$ cat src/rtl/smb_bbuf_pkg.sv
package smb_bbuf_pkg;
    localparam int ADDR_W = 2;
    localparam logic [ADDR_W-1:0] A_HCTL  = 2'd0;
    localparam logic [ADDR_W-1:0] A_COUNT = 2'd1;
    localparam logic [ADDR_W-1:0] A_BDATA = 2'd2;
    localparam logic [ADDR_W-1:0] A_AUX   = 2'd3;
    localparam int AUX_CRC_BIT = 0;
    localparam int AUX_BUF_BIT = 1;
    localparam int AUX_W       = 2;
    localparam int P_SW  = 0;
    localparam int P_ENG = 1;
    localparam int N_PTR = 2;
endpackage

$ cat src/rtl/smb_bbuf_ptr.sv
module smb_bbuf_ptr #(
    parameter  int DEPTH = 32,
    localparam int IW    = $clog2(DEPTH + 1)
) (
    input  logic          clk,
    input  logic          rst_n,
    input  logic          clr,
    input  logic          adv,
    output logic [IW-1:0] idx,
    output logic          past_end
);
    localparam logic [IW-1:0] LIMIT = IW'(DEPTH);

    logic [IW-1:0] idx_d, idx_q;

    always_comb begin
        idx_d = idx_q;
        if (clr)
            idx_d = '0;
        else if (adv && idx_q != LIMIT)
            idx_d = idx_q + IW'(1);
    end

    always_ff @(posedge clk or negedge rst_n) begin
        if (!rst_n) idx_q <= '0;
        else        idx_q <= idx_d;
    end

    assign idx      = idx_q;
    assign past_end = (idx_q == LIMIT);

    // the index never runs beyond one past the last entry
    a_r6_idx_bound: assert property (@(posedge clk) disable iff (!rst_n)
        idx_q <= LIMIT);

    // a rewind request always lands on entry 0
    a_r5_clr_zero: assert property (@(posedge clk) disable iff (!rst_n)
        clr |=> idx_q == '0);

    // once at the limit, advancing leaves the index there
    a_r6_sat_hold: assert property (@(posedge clk) disable iff (!rst_n)
        (past_end && !clr) |=> past_end);
endmodule

$ cat src/rtl/smb_bbuf_mem.sv
module smb_bbuf_mem #(
    parameter  int DEPTH = 32,
    parameter  int DW    = 8,
    localparam int AW    = $clog2(DEPTH)
) (
    input  logic          clk,
    input  logic          rst_n,
    input  logic          we,
    input  logic [AW-1:0] waddr,
    input  logic [DW-1:0] wdata,
    input  logic [AW-1:0] raddr_a,
    input  logic [AW-1:0] raddr_b,
    output logic [DW-1:0] rdata_a,
    output logic [DW-1:0] rdata_b
);
    logic [DW-1:0] mem_d [DEPTH];
    logic [DW-1:0] mem_q [DEPTH];

    always_comb begin
        mem_d = mem_q;
        if (we)
            mem_d[waddr] = wdata;
    end

    always_ff @(posedge clk or negedge rst_n) begin
        if (!rst_n) begin
            for (int i = 0; i < DEPTH; i++)
                mem_q[i] <= '0;
        end else begin
            mem_q <= mem_d;
        end
    end

    assign rdata_a = mem_q[raddr_a];
    assign rdata_b = mem_q[raddr_b];

    // an accepted write is visible at its entry on the next cycle
    a_r4_write_lands: assert property (@(posedge clk) disable iff (!rst_n)
        we |=> mem_q[$past(waddr)] == $past(wdata));
endmodule

$ cat src/rtl/smb_bbuf_cnt.sv
module smb_bbuf_cnt #(
    parameter int DEPTH = 32,
    parameter int DW    = 8
) (
    input  logic [DW-1:0] cnt,
    output logic          ok
);
    localparam logic [DW-1:0] MAXC = DW'(DEPTH);

    always_comb begin
        ok = (cnt != '0) && (cnt <= MAXC);
    end
endmodule

$ cat src/rtl/smb_block_buffer.sv
module smb_block_buffer
    import smb_bbuf_pkg::*;
#(
    parameter int DEPTH = 32,
    parameter int DW    = 8
) (
    input  logic              clk,
    input  logic              rst_n,
    input  logic              reg_wr,
    input  logic              reg_rd,
    input  logic [ADDR_W-1:0] reg_addr,
    input  logic [DW-1:0]     reg_wdata,
    output logic [DW-1:0]     reg_rdata,
    input  logic              xfer_i2c_raw,
    output logic              buf_mode,
    output logic              crc_en,
    input  logic              eng_start,
    input  logic              eng_cnt_vld,
    input  logic [DW-1:0]     eng_cnt,
    input  logic              eng_push,
    input  logic [DW-1:0]     eng_push_data,
    input  logic              eng_pop,
    output logic [DW-1:0]     eng_pop_data,
    output logic              dev_err
);
    localparam int IW = $clog2(DEPTH + 1);
    localparam int AW = $clog2(DEPTH);
    localparam logic [AW-1:0] LAST = AW'(DEPTH - 1);

    typedef struct packed {
        logic [DW-1:0]    hctl;
        logic [DW-1:0]    cnt;
        logic [AUX_W-1:0] aux;
        logic             err;
    } regs_t;

    regs_t regs_d, regs_q;

    logic          p_clr [N_PTR];
    logic          p_adv [N_PTR];
    logic [IW-1:0] p_idx [N_PTR];
    logic          p_end [N_PTR];

    logic          sw_bd_wr, sw_bd_rd, hctl_rd;
    logic          eng_wr, sw_wr, mem_we, cnt_ok;
    logic [AW-1:0] sw_addr, eng_addr, mem_waddr;
    logic [DW-1:0] mem_wdata, sw_rbyte;

    assign sw_bd_wr = reg_wr && (reg_addr == A_BDATA);
    assign sw_bd_rd = reg_rd && (reg_addr == A_BDATA);
    assign hctl_rd  = reg_rd && (reg_addr == A_HCTL);
    assign buf_mode = regs_q.aux[AUX_BUF_BIT] && !xfer_i2c_raw;
    assign crc_en   = regs_q.aux[AUX_CRC_BIT];
    assign dev_err  = regs_q.err;

    // pointer controls
    always_comb begin
        p_clr[P_SW]  = hctl_rd;
        p_adv[P_SW]  = sw_bd_wr || sw_bd_rd;
        p_clr[P_ENG] = eng_start;
        p_adv[P_ENG] = buf_mode && !eng_start &&
                       (eng_pop || (eng_push && !regs_q.err));
    end

    genvar g;
    generate
        for (g = 0; g < N_PTR; g++) begin : g_ptr
            smb_bbuf_ptr #(.DEPTH(DEPTH)) u_ptr (
                .clk      (clk),
                .rst_n    (rst_n),
                .clr      (p_clr[g]),
                .adv      (p_adv[g]),
                .idx      (p_idx[g]),
                .past_end (p_end[g])
            );
        end
    endgenerate

    // a saturated index addresses the final entry
    assign sw_addr  = p_end[P_SW]  ? LAST : p_idx[P_SW][AW-1:0];
    assign eng_addr = p_end[P_ENG] ? LAST : p_idx[P_ENG][AW-1:0];

    // write port arbitration: the engine has priority
    always_comb begin
        eng_wr    = buf_mode && eng_push && !regs_q.err && !eng_start && !p_end[P_ENG];
        sw_wr     = sw_bd_wr && !p_end[P_SW];
        mem_we    = eng_wr || sw_wr;
        mem_waddr = eng_wr ? eng_addr : sw_addr;
        mem_wdata = eng_wr ? eng_push_data : reg_wdata;
    end

    smb_bbuf_mem #(.DEPTH(DEPTH), .DW(DW)) u_mem (
        .clk     (clk),
        .rst_n   (rst_n),
        .we      (mem_we),
        .waddr   (mem_waddr),
        .wdata   (mem_wdata),
        .raddr_a (sw_addr),
        .raddr_b (eng_addr),
        .rdata_a (sw_rbyte),
        .rdata_b (eng_pop_data)
    );

    smb_bbuf_cnt #(.DEPTH(DEPTH), .DW(DW)) u_cnt (
        .cnt (eng_cnt),
        .ok  (cnt_ok)
    );

    // register file next state
    always_comb begin
        regs_d = regs_q;
        if (reg_wr) begin
            case (reg_addr)
                A_HCTL:  regs_d.hctl = reg_wdata;
                A_COUNT: regs_d.cnt  = reg_wdata;
                A_AUX:   regs_d.aux  = reg_wdata[AUX_W-1:0];
                default: ;
            endcase
        end
        if (eng_cnt_vld)
            regs_d.cnt = eng_cnt;
        if (eng_start)
            regs_d.err = 1'b0;
        if (eng_cnt_vld && !cnt_ok)
            regs_d.err = 1'b1;
    end

    always_ff @(posedge clk or negedge rst_n) begin
        if (!rst_n) regs_q <= '0;
        else        regs_q <= regs_d;
    end

    // read data multiplexer
    always_comb begin
        reg_rdata = '0;
        if (reg_rd) begin
            case (reg_addr)
                A_HCTL:  reg_rdata = regs_q.hctl;
                A_COUNT: reg_rdata = regs_q.cnt;
                A_BDATA: reg_rdata = sw_rbyte;
                A_AUX:   reg_rdata = {{(DW-AUX_W){1'b0}}, regs_q.aux};
                default: reg_rdata = '0;
            endcase
        end
    end

    // an out-of-range count raises the error flag
    a_r10_bad_count: assert property (@(posedge clk) disable iff (!rst_n)
        (eng_cnt_vld && (eng_cnt == '0 || eng_cnt > DW'(DEPTH))) |=> dev_err);

    // a start without a count report clears the error flag
    a_r10_start_clears: assert property (@(posedge clk) disable iff (!rst_n)
        (eng_start && !eng_cnt_vld) |=> !dev_err);

    // a reported count is captured in the count register
    a_r9_count_capture: assert property (@(posedge clk) disable iff (!rst_n)
        eng_cnt_vld |=> regs_q.cnt == $past(eng_cnt));

    // the CRC bit moves only on a write to the auxiliary register
    a_r2_crc_hold: assert property (@(posedge clk) disable iff (!rst_n)
        !(reg_wr && reg_addr == A_AUX) |=> $stable(crc_en));
endmodule

$ cat config.mk
export PLATFORM = sky130hd
export DESIGN_NAME = smb_block_buffer
export DESIGN_NICKNAME = d
export VERILOG_FILES = /design/src/rtl/smb_bbuf_pkg.sv /design/src/rtl/smb_bbuf_ptr.sv /design/src/rtl/smb_bbuf_mem.sv /design/src/rtl/smb_bbuf_cnt.sv /design/src/rtl/smb_block_buffer.sv
export SDC_FILE = /design/constraint.sdc
export NUM_CORES = 1
export LEC_CHECK = 0
export BUFFER_PORTS_ARGS = -buffer_cell sky130_fd_sc_hd__clkbuf_2
export CORE_ASPECT_RATIO = 1.4
export CORE_MARGIN = 3
export CORE_UTILIZATION = 63
export DETAILED_ROUTE_END_ITERATION = 6
export PLACE_DENSITY = 0.92
export SLEW_MARGIN = 0
export SYNTH_ARGS = -nofsm -noshare
export SYNTH_HDL_FRONTEND = slang
export SYNTH_SLANG_ARGS = --single-unit
$ cat constraint.sdc
create_clock -name clk -period 7.2 [get_ports clk]
set_input_delay 1.08 -clock clk [delete_from_list [all_inputs] [get_ports clk]]
set_output_delay 1.08 -clock clk [all_outputs]
set_load 0.01 [all_outputs]
==> results of run 1 <==
[kinds of logic (layout without fill, tap and decap cells)]
logic type                 Yosys count  after routing  share of synthesized area
muxes                              431            431                     0.2994
AOI/OAI and AO/OA                  355            355                     0.1506
DFF                                287            287                     0.4279
and+or+nand+nor                    272            272                    0.08387
buffers and inverters              128            142                    0.03004
xor gates and xnor gates            10             10                   0.005219
adders and majority gates            4              4                   0.002982
[area by class of cell]
cell class	count	share of cell area
Inverter	16	0.003282
Sequential cell	287	0.3928
Timing Repair Buffer	74	0.02434
Clock inverter	16	0.01593
Tap cell	324	0.02215
Multi-Input combinational cell	1072	0.4982
Clock buffer	36	0.04328
[worst paths after layout]
check	startpoint	endpoint	slack (ns)	depth (start not counted)
worst max-delay path	g_ptr[0].u_ptr.idx[0]	reg_rdata[2]	1.09	10
max in group asynchronous	rst_n	u_mem.mem_q[231]	5.18	2
worst max register to register	g_ptr[1].u_ptr.idx[0]	u_mem.mem_q[252]	2.09	8
min in group clk	u_mem.mem_q[68]	u_mem.mem_q[68]	0.51	1
worst min-delay path	rst_n	u_mem.mem_q[69]	0.51	1
worst min register to register	u_mem.mem_q[68]	u_mem.mem_q[68]	0.51	1
[flip-flops by register name, summed over array words and instances, names as in the netlist]
| signal | flops |
|---|---|
| dev_err | 1 |
| g_ptr.u_ptr.idx | 12 |
| u_mem.mem_q | 256 |
| regs_q | 17 |
| crc_en | 1 |
[layer usage]
layer / track usage / up-vias
met4: 0.2781 / 0
met2: 0.5830 / 1149
met1: 0.4871 / 6838
li1: - / 5624
met5: 0 / -
met3: 0.09648 / 350
[power breakdown]
part / internal [W] / total, W / leakage (nW) / switching, W
Combinational: 0.000710 / 0.00176 / 4.26 / 0.00105
Sequential: 0.00182 / 0.00205 / 3.89 / 0.000231
Clock: 0.00106 / 0.00174 / 0.523 / 0.000671
Total: 0.00359 / 0.00554 / 8.68 / 0.00195
[worst register-to-register path, stage by stage (launching register included)]
cell,delay [ns]
sky130_fd_sc_hd__dfrtp_4,0.90
sky130_fd_sc_hd__inv_1,0.57
sky130_fd_sc_hd__ha_1,0.40
sky130_fd_sc_hd__and3b_1,0.23
sky130_fd_sc_hd__nand2_1,0.67
sky130_fd_sc_hd__nand2_2,0.47
sky130_fd_sc_hd__o41ai_2,0.99
sky130_fd_sc_hd__nand2_2,0.38
sky130_fd_sc_hd__mux2_2,0.38
[cells in the final DEF (no fill, tap or decap), types with 9 or more instances in the layout]
cell type | synthesis | routed
sky130_fd_sc_hd__a211oi_1 | 12 | 12
sky130_fd_sc_hd__a21oi_1 | 72 | 71
sky130_fd_sc_hd__a221oi_1 | 15 | 15
sky130_fd_sc_hd__a22oi_1 | 9 | 9
sky130_fd_sc_hd__a311oi_1 | 12 | 11
sky130_fd_sc_hd__buf_4 | 0 | 19
sky130_fd_sc_hd__clkbuf_16 | 0 | 29
sky130_fd_sc_hd__clkbuf_2 | 0 | 52
sky130_fd_sc_hd__dfrtp_1 | 287 | 284
sky130_fd_sc_hd__inv_1 | 14 | 14
sky130_fd_sc_hd__mux2_1 | 29 | 29
sky130_fd_sc_hd__mux2_2 | 267 | 267
sky130_fd_sc_hd__mux2i_1 | 103 | 103
sky130_fd_sc_hd__mux4_2 | 24 | 24
sky130_fd_sc_hd__nand2_1 | 96 | 95
sky130_fd_sc_hd__nand2_4 | 14 | 14
sky130_fd_sc_hd__nand2b_1 | 11 | 11
sky130_fd_sc_hd__nand3_1 | 22 | 22
sky130_fd_sc_hd__nor2_1 | 45 | 45
sky130_fd_sc_hd__nor3_1 | 16 | 16
sky130_fd_sc_hd__o211ai_1 | 23 | 23
sky130_fd_sc_hd__o21ai_0 | 67 | 67
sky130_fd_sc_hd__o221ai_1 | 28 | 28
sky130_fd_sc_hd__o22ai_1 | 37 | 37
sky130_fd_sc_hd__or2_2 | 17 | 17
[per-stage QoR]
step	cells	cell area, µm²	power [W]
floorplan	1487	16780	0.003132
global placement	1772	17200	0.003653
detailed placement	1772	17200	0.003721
CTS	1824	18290	0.005439
global route	1825	18300	0.005685
finish	1825	18300	0.005541
==> flow_results.org, run 1 <==
** Drt
- Routed via count :: roughly 14000
- Using the TritonRoute via totals, the vias-per-cell ratio works out to 7.650.
- Count of TritonRoute iterations in the first routing pass :: 7
- Residual DRC count :: 27
- The count of nets left with antenna violations once routing finished came out at 0.
- Detailed-route wire length on metal 1 :: roughly 19 mm
- After detailed routing, the average wire length per cell comes to ~30 µm.
- Highest metal layer with signal wires :: met4
- Total Routed Length :: between 50 and 60 mm
- Detailed routing placed a total of between 6 and 7 mm of wire on met3.
- In the detailed route, the total length drawn on met2 is about 24 mm.
- After the first detailed-routing iteration, the DRC count stood at between 2000 and 2500.

** GRT
- The number of antenna violations at the first check in global routing is 1.
- Total track usage :: 0.3877
- The first global-routing pass estimated about 84 mm of wire.
- Overflow left after global routing :: 0
- Vias in the first global route :: about 14000
- Entering global routing, the biggest net connects roughly 190 pins.

** Finish
- Measured on the finished design, the core utilization comes to 0.6988.
- The number of antenna diodes in the final layout is 0.
- After the last flow step, the layout net total stands at 1518.
- In the final layout, the share of cells above drive strength 1 is 0.3264.
- Fillers :: between 1500 and 2000
- Summing all flip-flop and latch instances after layout gives just over 7000 µm².
- Summing all multi-input logic gate instances after layout gives around 9100 µm².
- Compared with the post-synthesis result, the final layout area differs by 9.036%.

** STA
- The smallest clock period supported by the final layout is computed as slightly above 6 ns.
- Accumulated negative setup slack :: 0 ns
- Setup violations remaining at the end of the flow were counted as 0.
- Measured against its own limit, the worst slew margin works out to -0.04817.
- Maximum achievable frequency :: ~0.16 GHz
- In the finished design, the share of the clock period the worst path needs comes to 0.8492.
- Count of endpoints failing hold in the final timing report :: 0
- Worst Hold Margin :: around 0.51 ns
- Post-route setup slack :: 1.086 ns
- Between clock sinks in the finished design, the worst skew comes to between 0.015 and 0.02 ns.
- Count of pins over their slew limit :: 2
- At the pin with the least slew margin, the transition time is between 1.5 and 2 ns.
- RSZ-0062 raised after global routing :: false

** Power and ir drop
- The analysis attributes to cell leakage a power of between 8 and 9 nW.
- Power per cell area :: 302.8 nW/µm²
- The worst-case IR drop observed on VDD is approximately 0.2 mV.

** Critical path
- Critical path's top delay family :: compound AO/OA/AOI/OAI gates
- For this design, the slowest cell found on the critical path is sky130_fd_sc_hd__a311oi_1.
- Critical Path, Cell by Cell :: inv_2 > ha_1 > and3b_1 > a21oi_1 > buf_4 > o21a_1 > a211oi_1 > a311oi_1 > a311o_1 > clkbuf_2
- STA classifies the critical path startpoint as a register.
- Required time at the endpoint of the critical path :: 6.12 ns
- The worst setup path is captured at an output port.
- The setup path with the least slack is of type register to output port.
- The critical path contains buffers and inverters numbering 3 combined.
- At the worst endpoint, the arrival time is 5.03 ns.
- In this run the worst path has a maximum fanout of 30.
- In this design, the stage delay of the slowest critical-path cell is around 1.2 ns.

** Synthesis
- Area leader, netlist :: sky130_fd_sc_hd__dfrtp_1
- Post-synth EDFFs :: 0
- Distinct cell type count of the synthesized netlist :: 77
- Synthesis Warnings :: 0
- Yosys top cell area share :: 0.4279
- Register bit total from synthesis :: ~290
- Top cells by area in the synthesized netlist :: sky130_fd_sc_hd__dfrtp_1, sky130_fd_sc_hd__mux2_2, sky130_fd_sc_hd__mux2i_1
- Of the synthesized area, sequential elements account for 0.4279.
- Dominant cell by count in the synthesized netlist :: sky130_fd_sc_hd__dfrtp_1
- The average instance in the mapped netlist occupies approximately 11 µm².
- Cell count after synthesis :: ~1500
- Async set-or-reset flop fraction in the synthesized netlist :: 1.000
- Post-Syn Area :: 16780 µm²
- The most used flip-flop cell after synthesis is sky130_fd_sc_hd__dfrtp_1.
- Counting every net in the synthesized netlist gives about 1500.
- Synth cell count leaders :: sky130_fd_sc_hd__dfrtp_1, sky130_fd_sc_hd__mux2_2, sky130_fd_sc_hd__mux2i_1, sky130_fd_sc_hd__nand2_1, sky130_fd_sc_hd__clkbuf_1

** Die
- Horizontal die dimension :: between 100 and 150 µm
- Die Outline Area :: ~29000 µm²
- Pin placement for this block handled between 50 and 60 I/O pins.
- Effective utilization at floorplan :: 0.6409
- The floorplan step set the die height to 199.1 µm.
- After floorplanning, the core was divided into 70 placement rows.
- The core region is around 26000 µm².

** Place
- Number of port buffers :: 53
- The congestion estimate from routability-driven global placement came to between 1 and 1.5.
- The HPWL after detailed placement is around 37 mm.
- Timing analysis after detailed placement gives a worst setup slack of ~1.9 ns.

** Clock network
- CTS built an H-tree with a depth of 1.
- Number of sinks driven by the clock tree :: 287
- Number of buffers inserted by post-CTS setup repair :: 0
- Root Buffer Master :: sky130_fd_sc_hd__clkbuf_16
- The clock passes through at most 3 buffers.
- Counting the buffers created by CTS gives 28.
- Buffers inserted to repair hold after CTS numbered 0.
- After clock tree synthesis, the clock-pin slew on the worst setup and hold paths is approximately 0.07 ns.
- Once the clock tree was built, the resizer swapped 0 gates to a different size.
- Later-pin clock latency in the skew report :: 0.58 ns
- TritonCTS built the clock tree.

** Hold path
- Path type of the worst min-delay path :: input port to asynchronous set/reset pin

** Outcome
- The flow ran to the end, but the final reports show violations.
- Violations in the final reports :: design-rule violations, max-capacitance violations, max-slew violations

** Flow run
- The tool flagged a number of max-cap violations equal to 1.
(Power assumes the default switching activity.)
==> run 2: changes to the inputs <==
--- a/config.mk
+++ b/config.mk
@@ -5,12 +5,13 @@
 export SDC_FILE = /design/constraint.sdc
 export NUM_CORES = 1
 export LEC_CHECK = 0
+export ABC_AREA = 1
 export BUFFER_PORTS_ARGS = -buffer_cell sky130_fd_sc_hd__clkbuf_2
 export CORE_ASPECT_RATIO = 1.4
 export CORE_MARGIN = 3
-export CORE_UTILIZATION = 63
+export CORE_UTILIZATION = 57
 export DETAILED_ROUTE_END_ITERATION = 6
-export PLACE_DENSITY = 0.92
+export PLACE_DENSITY = 0.88
 export SLEW_MARGIN = 0
 export SYNTH_ARGS = -nofsm -noshare
 export SYNTH_HDL_FRONTEND = slang
==> constraint.sdc (replaced) <==
create_clock -name clk -period 5.01 [get_ports clk]
set_input_delay 0.7515 -clock clk [delete_from_list [all_inputs] [get_ports clk]]
set_output_delay 0.7515 -clock clk [all_outputs]
set_load 0.01 [all_outputs]
==> flow_results.org, run 2 <==
** Synthesis
- The async set-or-reset flop fraction in the synthesized netlist came to 1.000 (unchanged).
- The top-area cell type share of the netlist area is 0.4202 (-0.007737).
- Primary FF master, synth :: sky130_fd_sc_hd__dfrtp_1
- Share of the yosys chip area belonging to registers :: 0.4202 (-0.007737)
- The number of synthesis warnings came to 0 (unchanged).
- Synth cell count leaders :: sky130_fd_sc_hd__nand2_1, sky130_fd_sc_hd__nand3_1, sky130_fd_sc_hd__dfrtp_1, sky130_fd_sc_hd__o21ai_1, sky130_fd_sc_hd__clkbuf_1
- The cell count after synthesis came to 2233 (+50%).
- Register bit total from synthesis :: 287 (unchanged)
- Distinct cell type count of the synthesized netlist :: 42 (-45%)
- The summed instance area of the synthesized netlist came to 17090 µm² (+1.8%).
- Yosys attributes the largest share of cell area to sky130_fd_sc_hd__dfrtp_1, sky130_fd_sc_hd__nand2_1, sky130_fd_sc_hd__nand3_1.
- Post-synth EDFFs :: 0 (unchanged)
- Dominant cell by count in the synthesized netlist :: sky130_fd_sc_hd__nand2_1
- Number of nets in the synthesized netlist :: 2272 (+49%)
- Syn Area/Cell :: 7.655 µm² (-32%)
- Of all cell types, the one taking the most synthesized area is sky130_fd_sc_hd__dfrtp_1.

** Place
- The detailed-placement wirelength estimate came to 34.51 mm (-6.5%).
- The weighted congestion reported at the end of routability-driven placement came to 0.9242 (-15%).
- The count of buffers inserted at the top-level ports is 53 (unchanged).
- The post-placement cell count is 2520 (+42%).

** Drt
- The number of antenna-violating nets in the routed design came to 0 (unchanged).
- Total length of routed met3 wires :: 5.817 mm (-9.5%)
- Met2 routed WL :: 24.87 mm (+1.6%)
- The met1 wire length came to 20.11 mm (+4.4%).
- Highest metal layer with signal wires :: met4
- The count of TritonRoute iterations in the first routing pass came to 7 (unchanged).
- The routed wirelength normalized by instance count is 21.50 µm (-29%).
- DRT iter0 DRCs :: 2428 (+3.0%)
- The total vias in the final route was 16760 (+20%).
- Total Routed Length :: 55.32 mm (-0.17%)
- The number of DRC violations after detailed routing was 2 (-93%).
- The via-per-instance ratio came to 6.512 (-15%).

** STA
- Of the available clock period, the critical path in the final layout requires 0.9074.
- The worst slew slack as a fraction of its limit is 0.1963 (+0.2445).
- Shortest clock period the worst path allows after layout :: 4.546 ns
- Post-route clock skew :: 0.02113 ns (+0.005335 ns)
- RSZ-0062 raised after global routing :: false
- The final number of max-transition violations was 0 (-2).
- Maximum achievable frequency :: around 0.22 GHz
- The total negative setup slack came to 0 ns (unchanged).
- The hold violation count in the final report came to 0 (unchanged).
- The transition time of the tightest slew-check pin was 1.201 ns (-0.3607 ns).
- The number of endpoints failing setup at the final stage came to 0 (unchanged).

** GRT
- Maximum number of pins on one net before global-route repair :: 107 (-42%)
- The overall overflow remaining after global route was 0 (unchanged).
- Initial antenna violation count :: 0 (-1)
- Global-route wire length before repair :: 87.35 mm (+3.9%)
- Total track usage :: 0.3378 (-0.04984)
- Vias in the first global route :: 15990 (+16%)

** Clock network
- The number of clock sinks came to 287 (unchanged).
- Longest Clk Path Bufs :: 3 (unchanged)
- Later-pin clock latency in the skew report :: 0.58 ns (about the same)
- The clock-pin slew of the registers on the worst-case setup and hold paths came to 0.06 ns (about the same).
- Hold Buf Count CTS :: 0 (unchanged)
- The total clock buffers created by CTS was 29 (+3.6%).
- Count of instances resized after the clock tree is built :: 0 (unchanged)
- The root buffer cell chosen for the clock tree is sky130_fd_sc_hd__clkbuf_16.
- Number of buffers inserted by post-CTS setup repair :: 0 (unchanged)
- TritonCTS clock tree :: yes
- Deepest level of the CTS H-tree :: 1 (unchanged)

** Finish
- The top cell types in the final layout, fill and taps aside, are sky130_fd_sc_hd__nand2_1, sky130_fd_sc_hd__nand3_1, sky130_fd_sc_hd__dfrtp_1, sky130_fd_sc_hd__o21ai_1, sky130_fd_sc_hd__o21ai_2.
- Antenna diode instance count :: 0 (unchanged)
- Final layout net count :: 2210 (+46%)
- Post-route insts no fill :: 2573 (+41%)
- Layout overhead on the synthesized area :: 6.823%
- Share of cells above drive strength 1 :: 0.1432 (-0.1833)
- Leaving out fill and tap cells, the most frequent cell in the layout is sky130_fd_sc_hd__nand2_1.
- Register ranked first by flip-flop count :: u_mem.mem_q
- Max FFs per register :: 256 (unchanged)

** Die
- Die Height :: 210.9 µm (+5.9%)
- Die Outline Area :: 32130 µm² (+12%)
- The area inside the core boundary came to 29350 µm² (+12%).
- Std cell rows :: 74 (+5.7%)
- The starting utilization of the core area came to 0.5824 (-0.05854).
- Horizontal die dimension :: 152.4 µm (+5.8%)
- Io pins :: 54 (unchanged)

** Critical path
- The largest fanout on the critical path was 97 (+220%).
- The worst setup path is launched from a register.
- Setup CP Type :: register to output port
- The worst endpoint required time came to 4.26 ns (-1.86 ns).
- The arrival time at the worst endpoint came to 3.79 ns (-1.24 ns).
- Worst Setup End Kind :: output port

** Power and ir drop
- The power per unit of standard cell area was 440.5 nW/µm² (+45%).
- Worst vdd ir :: 0.3094 mV (+52%)
- Leakage power :: 8.686 nW (+0.11%)

** Flow run
- Max-cap violation count :: 0 (-1)

** Outcome
- The final reports fail on design-rule violations.
- Status :: finished, violations left

** Hold path
- The min-delay analysis places its worst path in the category input port to asynchronous set/reset pin.
[run 2: critical path, stage by stage (launching register included)]
cell and delay (ns):
sky130_fd_sc_hd__dfrtp_1 0.38, sky130_fd_sc_hd__inv_1 0.17, sky130_fd_sc_hd__ha_1 0.23, sky130_fd_sc_hd__nand4_4 0.17
sky130_fd_sc_hd__nand2_2 0.13, sky130_fd_sc_hd__buf_4 0.79, sky130_fd_sc_hd__o21ai_0 0.18, sky130_fd_sc_hd__o211ai_1 0.31
sky130_fd_sc_hd__nand3_1 0.21, sky130_fd_sc_hd__nand2_1 0.16, sky130_fd_sc_hd__nand2_1 0.06, sky130_fd_sc_hd__nand2_1 0.14
sky130_fd_sc_hd__clkbuf_2 0.15
[run 2: logic make-up after synthesis]
family          after synthesis  share of synthesized area
simple gates               1159                     0.3115
compound gates              523                     0.1924
flops                       287                     0.4202
buf+inv                     260                    0.07298
fa+ha+maj                     4                   0.002928
[run 2: area by class of cell]
cell class,instances,area [µm²]
well taps,380,475.5
repair buffers,80,515.5
fillers,2528,11090
inverters,87,335.3
flip-flops and latches,287,7183
multi-input cells,1686,8783
clock inverters,12,125.1
clock buffers,41,840.8
[run 2: layer usage]
metal / vias up / global-route usage
met1: 7773 / 0.4242
met5: - / 0
li1: 7467 / -
met3: 295 / 0.06046
met2: 1221 / 0.5273
met4: 0 / 0.2466
[run 2: worst paths after layout]
| path | cells past startpoint | start | to | slack [ns] |
|---|---|---|---|---|
| worst min-delay path | 1 | rst_n | u_mem.mem_q[25] | 0.21 |
| worst max register to register | 14 | g_ptr[0].u_ptr.idx[0] | u_mem.mem_q[238] | 1.70 |
| worst max-delay path | 12 | g_ptr[1].u_ptr.idx[0] | eng_pop_data[7] | 0.46 |
| min in group clk | 3 | eng_cnt[7] | regs_q[10] | 0.43 |
| worst min register to register | 2 | regs_q[17] | regs_q[17] | 0.50 |
| max in group asynchronous | 2 | rst_n | u_mem.mem_q[205] | 3.64 |
[run 2: report_power, final]
group | switching [W] | leakage (nW) | internal [W]
clock | 0.000959 | 0.476 | 0.00127
sequential | 0.000319 | 3.91 | 0.00270
combinational | 0.00190 | 4.30 | 0.000891
total | 0.00318 | 8.69 | 0.00486
[run 2: through the flow]
| stage | hold slack, ns | power (W) | cell area [µm²] | utilization | setup slack [ns] |
|---|---|---|---|---|---|
| finish | 0.2139 | 0.008042 | 18260 | 0.6221 | 0.4639 |
| global route | 0.2766 | 0.008407 | 18260 | 0.6221 | 0.3288 |
| CTS | 0.2744 | 0.007949 | 18260 | 0.6221 | 0.6394 |
| detailed placement | 0.4723 | 0.005734 | 17290 | 0.5892 | 1.274 |
| global placement | 0.4623 | 0.005676 | 17290 | 0.5892 | 1.328 |
| floorplan | 0.4479 | 0.004841 | 17090 | - | 1.362 |
